--- src/rtl/clkdiv_hl_pkg.sv ---
package clkdiv_hl_pkg;
  localparam int CNT_W   = 6;
  localparam int RATIO_W = CNT_W + 1;

  typedef struct packed {
    logic             bypass;
    logic             odd;
    logic [CNT_W-1:0] hi;
    logic [CNT_W-1:0] lo;
  } div_set_t;
endpackage

--- src/rtl/clkdiv_hl_shadow.sv ---
module clkdiv_hl_shadow
  import clkdiv_hl_pkg::*;
(
  input  logic     clk_i,
  input  logic     rst_ni,
  input  logic     wrap_i,
  input  logic     hold_i,
  input  div_set_t set_i,
  output div_set_t set_nx_o,
  output div_set_t set_q_o
);
  div_set_t set_q, set_nx;
  logic     load_en;

  always_comb begin
    load_en = wrap_i && !hold_i;
    set_nx  = set_q;
    if (load_en) set_nx = set_i;
  end

  always_ff @(posedge clk_i or negedge rst_ni) begin
    if (!rst_ni) set_q <= '0;
    else         set_q <= set_nx;
  end

  assign set_nx_o = set_nx;
  assign set_q_o  = set_q;

  // the active setting moves only after a boundary without hold
  p_load_at_wrap_r4: assert property (@(posedge clk_i) disable iff (!rst_ni)
    (set_q != $past(set_q)) |-> ($past(wrap_i) && !$past(hold_i)));

  // hold freezes the active setting
  p_hold_keeps_r5: assert property (@(posedge clk_i) disable iff (!rst_ni)
    $past(hold_i) |-> (set_q == $past(set_q)));
endmodule

--- src/rtl/clkdiv_hl_count.sv ---
module clkdiv_hl_count
  import clkdiv_hl_pkg::*;
(
  input  logic               clk_i,
  input  logic               rst_ni,
  input  logic [CNT_W-1:0]   hi_q_i,
  input  logic [CNT_W-1:0]   lo_q_i,
  input  logic               byp_q_i,
  input  logic [CNT_W-1:0]   hi_nx_i,
  input  logic [CNT_W-1:0]   lo_nx_i,
  input  logic               byp_nx_i,
  output logic               wrap_o,
  output logic [RATIO_W-1:0] pos_o,
  output logic               lvl_o
);
  logic [RATIO_W-1:0] pos_q, pos_nx;
  logic [RATIO_W-1:0] ratio_q, ratio_nx;
  logic               lvl_q, lvl_nx;
  logic               wrap;

  always_comb begin
    ratio_q  = {1'b0, hi_q_i} + {1'b0, lo_q_i};
    ratio_nx = {1'b0, hi_nx_i} + {1'b0, lo_nx_i};
    wrap     = byp_q_i || (ratio_q == '0) || (pos_q == ratio_q - 1'b1);
    pos_nx   = wrap ? '0 : pos_q + 1'b1;
    lvl_nx   = !byp_nx_i && (ratio_nx != '0) && (pos_nx < {1'b0, hi_nx_i});
  end

  always_ff @(posedge clk_i or negedge rst_ni) begin
    if (!rst_ni) begin
      pos_q <= '0;
      lvl_q <= 1'b0;
    end else begin
      pos_q <= pos_nx;
      lvl_q <= lvl_nx;
    end
  end

  assign wrap_o = wrap;
  assign pos_o  = pos_q;
  assign lvl_o  = lvl_q;

  // position stays inside the period
  p_pos_range_r1: assert property (@(posedge clk_i) disable iff (!rst_ni)
    (!byp_q_i && ratio_q != '0) |-> (pos_q < ratio_q));

  // every period opens with its high phase
  p_start_high_r4: assert property (@(posedge clk_i) disable iff (!rst_ni)
    (!byp_q_i && pos_q == '0 && hi_q_i != '0) |-> lvl_q);
endmodule

--- src/rtl/clkdiv_hl_halfext.sv ---
module clkdiv_hl_halfext
  import clkdiv_hl_pkg::*;
(
  input  logic               clk_i,
  input  logic               rst_ni,
  input  logic               lvl_i,
  input  logic [RATIO_W-1:0] pos_i,
  input  logic [CNT_W-1:0]   hi_i,
  input  logic               odd_i,
  output logic               ext_o
);
  logic ext_q, ext_nx;

  always_comb begin
    ext_nx = lvl_i && odd_i && ((pos_i + 1'b1) == {1'b0, hi_i});
  end

  always_ff @(negedge clk_i or negedge rst_ni) begin
    if (!rst_ni) ext_q <= 1'b0;
    else         ext_q <= ext_nx;
  end

  assign ext_o = ext_q;

  // the stretch is armed only while the odd setting is in its high phase
  p_ext_needs_odd_r2: assert property (@(posedge clk_i) disable iff (!rst_ni)
    ext_q |-> (lvl_i && odd_i));
endmodule

--- src/rtl/clkdiv_hl.sv ---
module clkdiv_hl
  import clkdiv_hl_pkg::*;
(
  input  logic             clk_i,
  input  logic             rst_ni,
  input  logic [CNT_W-1:0] lo_cnt_i,
  input  logic [CNT_W-1:0] hi_cnt_i,
  input  logic             odd_i,
  input  logic             bypass_i,
  input  logic             hold_i,
  output logic             clk_o,
  output logic             zero_err_o
);
  div_set_t           set_in, set_q, set_nx;
  logic               wrap, lvl, ext;
  logic [RATIO_W-1:0] pos;

  always_comb begin
    set_in.bypass = bypass_i;
    set_in.odd    = odd_i;
    set_in.hi     = hi_cnt_i;
    set_in.lo     = lo_cnt_i;
  end

  clkdiv_hl_shadow u_shadow (
    .clk_i, .rst_ni,
    .wrap_i   (wrap),
    .hold_i   (hold_i),
    .set_i    (set_in),
    .set_nx_o (set_nx),
    .set_q_o  (set_q)
  );

  clkdiv_hl_count u_count (
    .clk_i, .rst_ni,
    .hi_q_i   (set_q.hi),
    .lo_q_i   (set_q.lo),
    .byp_q_i  (set_q.bypass),
    .hi_nx_i  (set_nx.hi),
    .lo_nx_i  (set_nx.lo),
    .byp_nx_i (set_nx.bypass),
    .wrap_o   (wrap),
    .pos_o    (pos),
    .lvl_o    (lvl)
  );

  clkdiv_hl_halfext u_halfext (
    .clk_i, .rst_ni,
    .lvl_i (lvl),
    .pos_i (pos),
    .hi_i  (set_q.hi),
    .odd_i (set_q.odd),
    .ext_o (ext)
  );

  assign clk_o      = set_q.bypass ? clk_i : (lvl | ext);
  assign zero_err_o = !set_q.bypass && (set_q.hi == '0) && (set_q.lo == '0);

  // a zero ratio keeps the output parked low
  p_zero_low_r6: assert property (@(posedge clk_i) disable iff (!rst_ni)
    zero_err_o |-> !clk_o);

  // bypass never reports an error
  p_bypass_noerr_r3: assert property (@(posedge clk_i) disable iff (!rst_ni)
    $past(wrap && bypass_i && !hold_i) |-> !zero_err_o);
endmodule

--- config.mk ---
export PLATFORM = sky130hd
export DESIGN_NAME = clkdiv_hl
export DESIGN_NICKNAME = d
export VERILOG_FILES = /design/src/rtl/clkdiv_hl_pkg.sv /design/src/rtl/clkdiv_hl_shadow.sv /design/src/rtl/clkdiv_hl_count.sv /design/src/rtl/clkdiv_hl_halfext.sv /design/src/rtl/clkdiv_hl.sv
export SDC_FILE = /design/constraint.sdc
export NUM_CORES = 1
export LEC_CHECK = 0
export ABC_AREA = 1
export CAP_MARGIN = 20
export CORE_ASPECT_RATIO = 1.5
export CORE_MARGIN = 4
export CORE_UTILIZATION = 60
export DETAILED_ROUTE_END_ITERATION = 8
export DONT_BUFFER_PORTS = 1
export PLACE_DENSITY = 0.78
export SLEW_MARGIN = 15
export SYNTH_ARGS = -nofsm -noshare
export SYNTH_HDL_FRONTEND = slang
export SYNTH_SLANG_ARGS = --single-unit
export TNS_END_PERCENT = 1
--- constraint.sdc ---
create_clock -name clk_i -period 4.85 [get_ports clk_i]
set_input_delay 0.97 -clock clk_i [delete_from_list [all_inputs] [get_ports clk_i]]
set_output_delay 0.97 -clock clk_i [all_outputs]
set_load 0.03 [all_outputs]
==> impl_metrics.ini, run 1 <==
[sta]
fin_skew_ps = 30.0
timing.setup.tns_ps = 0
setup_viol = 0
rsz0062_at_grt = false
fin_ws_ps = 365
worst_pin_slew_ps = 402
relSlewSlack_pct = 72.5
hold_violations = 0
timing.hold.ws_ps = 285
drv_slew = 0

[worst_setup_path]
crit_arrival_ps = 3520
path_max_fanout = 1
required_ps = 3880
cp-end-kind = output port
worst-setup-path-type = reg2out
startpoint_type = flop

[die]
std_cell_rows = 25
die_w_um = 55.1
core-area_mm2 = 0.00319
io-pin-count = 19
die_height_um = 78.6
fp.dieArea_mm2 = 0.00433
start_util_pct = 62.5

[place]
place_congestion = 0.889
dpl.hpwl_um = 3800
placed_cells = 307
pre_cts_ws_ps = 565
portBuffers = 0

[run]
drv_cap = 0

[grt]
antenna_found_initial = 0
grt_use_total_pct = 25.6
grt_pass1_vias = 1865
grt-ovfl-total = 0
grt_start_max_net_pins = 24
grt_first_pass_wirelength_um = 8080

[yosys]
synth-seq-cells = 23
ys_types = 35
synth_flop_cell = dfrtp_1
ys_warn_count = 0
yosysSeqAreaShare_pct = 28.9
synth-edff-count = 0
synth_fp_nets = 305
async_reset_ff_share_pct = 100
syn_area_mm2 = 0.00199
avgSynthCellArea_um2 = 7.47
syn_inst = 267

[cells_and_area]
fin_cells = 314
num-nets-final = 313
syn2layout_area_growth_pct = 6.84
drive_gt1_share_pct = 13.5
n_antenna_cell = 0

[cts]
clk-insertion-delay-late_ps = 390
cts_resized = 0
ctsHoldBuffers = 0
cts_setup_buffers = 0
clk_pin_slew_ps = 80
cts_tree = done

[route]
vias_per_cell = 5.59
drt_iter0_drc = 52
route.detailed.drc = 0
drtPass1Iterations = 4
routed_wl_um = 4570
wl_per_cell_um = 14.6
vias = 1754
ant_nets = 0

[outcome]
status = completed

[worst_hold_path]
hold_path_class = in2async
sequential cells by signal, indices dropped and copies added (netlist names):
name and count:
u_count.lvl_o 1, u_halfext.ext_o 1, u_count.pos_o 7, u_shadow.set_q_o 14
path summary, 6_finish.rpt:
path | startpoint | end | slack, ps | cells past startpoint
max reg2reg | u_shadow.set_q_o[0] | u_count.lvl_o | 560 | 22
min in group clk_i | u_shadow.set_q_o[12] | u_shadow.set_q_o[12] | 540 | 1
max | u_halfext.ext_o | clk_o | 360 | 2
min | rst_ni | u_count.pos_o[4] | 290 | 0
min reg2reg | u_shadow.set_q_o[12] | u_shadow.set_q_o[12] | 540 | 1
max in group asynchronous | rst_ni | u_halfext.ext_o | 2170 | 0
synth_stat cells, types with 2 or more instances:
library cell   n  area share [%]
inv_2          5            0.94
xnor2_1        5             2.2
xor2_1         6             2.6
ha_1          19              12
nand4_1        2            0.63
nor2_1        14             2.6
nor4_1         4             1.3
inv_1         38             7.2
dfrtp_1       22              28
nand3_1       29             7.3
o21ai_2        4             1.8
fa_1           2             2.0
a21oi_1       15             3.8
nand3b_1       2            0.75
o21ai_1        2            0.50
mux2_2         6             3.4
nor3_1         4             1.0
nand2_4        2             1.1
nand2_1       58              11
a21oi_2        2            0.88
nand2_2        5             1.6
nand3_2        2             1.0
o21ai_0        7             1.8
metal layers:
| layer | part of all wire, % | GRT usage (%) | vias up |
|---|---|---|---|
| li1 | - | - | 896 |
| met4 | 3.0 | 11.7 | 0 |
| met2 | 54 | 44.2 | 36 |
| met1 | 39 | 27.9 | 810 |
| met5 | 0 | 0 | - |
| met3 | 3.4 | 6.26 | 12 |
cells by family after synthesis:
| family | synth area share (%) |
|---|---|
| adders and majority gates | 13.9 |
| and+or+nand+nor | 30.1 |
| DFF | 28.9 |
| buffers and inverters | 8.66 |
| AOI/OAI and AO/OA | 10.2 |
| muxes | 3.39 |
| xor gates and xnor gates | 4.83 |
metrics by stage:
stage                     cell area (um2)  utilization [%]
final                                2130             66.7
after global routing                 2130             66.7
after CTS                            2130             66.7
after detailed placement             2040             64.0
after global placement               2040             64.0
after floorplan                      1990                -
area by class of cell:
cell class,count,area (um2)
Clock buffer,7,86.3
Timing Repair Buffer,1,7.51
Inverter,44,165
Sequential cell,23,576
Fill cell,280,1060
Tap cell,40,50.0
Multi-Input combinational cell,199,1240
layout by cell type, fill, tap and decap left out:
cell | Yosys | final
nand2_1 | 58 | 58
inv_1 | 38 | 38
nand3_1 | 29 | 29
dfrtp_1 | 22 | 22
ha_1 | 19 | 19
a21oi_1 | 15 | 15
nor2_1 | 14 | 14
o21ai_0 | 7 | 7
mux2_2 | 6 | 6
xor2_1 | 6 | 6
clkbuf_8 | 0 | 6
nand2_2 | 5 | 5
inv_2 | 5 | 5
xnor2_1 | 5 | 5
nor3_1 | 4 | 4
o21ai_2 | 4 | 4
nor4_1 | 4 | 4
a21oi_2 | 2 | 2
nand3_2 | 2 | 2
nand3b_1 | 2 | 2
nand2_4 | 2 | 2
o21ai_1 | 2 | 2
nand4_1 | 2 | 2
fa_1 | 2 | 2
nor2_4 | 1 | 1
clkinv_1 | 1 | 1
nor2_2 | 1 | 1
or4_1 | 1 | 1
and2_1 | 1 | 1
a2111oi_0 | 1 | 1
a31o_2 | 1 | 1
o211ai_1 | 1 | 1
o22ai_1 | 1 | 1
or2_2 | 1 | 1
clkbuf_1 | 0 | 1
buf_4 | 1 | 1
dfrtn_1 | 1 | 1
worst max-delay path: stages (launching register included):
cell and delay [ps]:
dfrtn_1 380, o21ai_0 80, nand2_1 240
Power of run 1 is not shown: default switching activity piles up to over one toggle a cycle in this logic, so the estimate is an artifact.
==> inputs of run 2 (changes only) <==
--- a/config.mk
+++ b/config.mk
@@ -8,7 +8,7 @@
 export ABC_AREA = 1
 export CAP_MARGIN = 20
 export CORE_ASPECT_RATIO = 1.5
-export CORE_MARGIN = 4
+export CORE_MARGIN = 8
 export CORE_UTILIZATION = 60
 export DETAILED_ROUTE_END_ITERATION = 8
 export DONT_BUFFER_PORTS = 1
==> run 2 against run 1 <==
Net effect: register-to-register slack worse by 20 ps; utilization is 0.66 points higher; routed wire length is 1.2% higher; sequential cell count stayed put; critical path depth stayed put; hold slack better by 0.85 ps; count of clock-buffer cells in the layout stayed put; critical path type unchanged; largest cell class unchanged; highest routed layer unchanged.
==> impl_metrics.ini, run 2 (synthesis gave the netlist of run 1 again) <==
[worst_setup_path]
crit_arrival_ps = 3510
cpPeakStageDelay_ps = 380
cp-end-kind = output port
endpoint = clk_o
r2r_slack_ps = 540
crit_chain = o21ai_0 > nand2_1
crit_cells = 2
startpoint_type = flop
rr_startpoint = u_shadow.set_q_o[0]
crit_path_start = u_halfext.ext_o
crit_buf_inv = 0
required_ps = 3880
worst-setup-path-type = reg2out
r2r_end = u_count.lvl_o
worst_path_max_delay_cell = dfrtn_1
path_max_fanout = 1
ff2ff_path_depth = 22
crit_family = flip-flops

[sta]
timing.setup.tns_ps = 0
worst_pin_slew_ps = 432
setup_viol = 0
fin_skew_ps = 34.3
relSlewSlack_pct = 71.0
drv_slew = 0
hold_violations = 0
rsz0062_at_grt = false

[cells_and_area]
drive_gt1_share_pct = 13.5
layout_common_cells = nand2_1, inv_1, nand3_1, dfrtp_1, ha_1
nFillCells = 269
num-nets-final = 313
utilization_pct = 67.4
fin_cells = 314
n_antenna_cell = 0
syn2layout_area_growth_pct = 6.84
largest_register_ffs = 14
layout_commonest_cell = nand2_1

[grt]
grt_pass1_vias = 1818
antenna_found_initial = 0
grt_start_max_net_pins = 24
grt-ovfl-total = 0
grt_first_pass_wirelength_um = 7640
grt_use_total_pct = 17.6

[die]
die_w_um = 63.1
std_cell_rows = 25
fp.dieArea_mm2 = 0.00546
io-pin-count = 19
die_height_um = 86.6
core-area_mm2 = 0.00316
start_util_pct = 63.1

[route]
route.detailed.drc = 0
drtPass1Iterations = 4
routed_wl_um = 4620
vias = 1764
ant_nets = 0
vias_per_cell = 5.62
wl_per_cell_um = 14.7
drt_iter0_drc = 80

[place]
placed_cells = 307
dpl.hpwl_um = 3780
portBuffers = 0
place_congestion = 0.895

[worst_hold_path]
hold_path_class = in2async

[cts]
cts_setup_buffers = 0
clk-insertion-delay-late_ps = 390
clk_pin_slew_ps = 80
cts_resized = 0
ctsHoldBuffers = 0
cts_tree = done

[run]
drv_cap = 0

[outcome]
status = completed
-- run 2: cell counts in the layout (fill, tap and decap cells not counted) --
No cell type changed its count.
-- run 2: through the flow --
step	cell area, um2	setup slack, ps	hold WS [ps]
2_1_floorplan	1990	804	480
3_3_place_gp	2040	578	493
3_5_place_dp	2040	552	499
4_1_cts	2130	357	281
5_1_grt	2130	238	271
6_report	2130	368	286
-- run 2: cell type report --
class                      count  area (um2)  share of cell area [%]
clock buffer                   7        86.3                    4.05
multi-input combinational    199        1240                    58.5
sequential                    23         576                    27.0
timing repair buffer           1        7.51                   0.353
inverter                      44         165                    7.76
tap                           40        50.0                    2.35
-- run 2: per-layer routing --
metal	share of wire (%)	GRT usage [%]
met5	0	0
met3	4.3	4.39
met4	3.9	11.5
met2	53	32.6
met1	39	16.8
-- run 2: worst min-delay path by stage --
stage               cells past startpoint                    to
detailed placement                      1  u_shadow.set_q_o[12]
floorplan                               1  u_shadow.set_q_o[12]
CTS                                     0      u_count.pos_o[0]
finish                                  0      u_count.pos_o[3]
global placement                        1  u_shadow.set_q_o[12]
global route                            0   u_shadow.set_q_o[8]
-- run 2: worst reg2reg max path: cells and delay by family (launching register included) --
family	cells	cell delay [ps]
xor gates and xnor gates	2	300
DFF	1	390
buffers and inverters	2	140
muxes	1	290
adders and majority gates	5	1610
and+or+nand+nor	9	940
AOI/OAI and AO/OA	3	580
Power of run 2 is left out for the same reason.
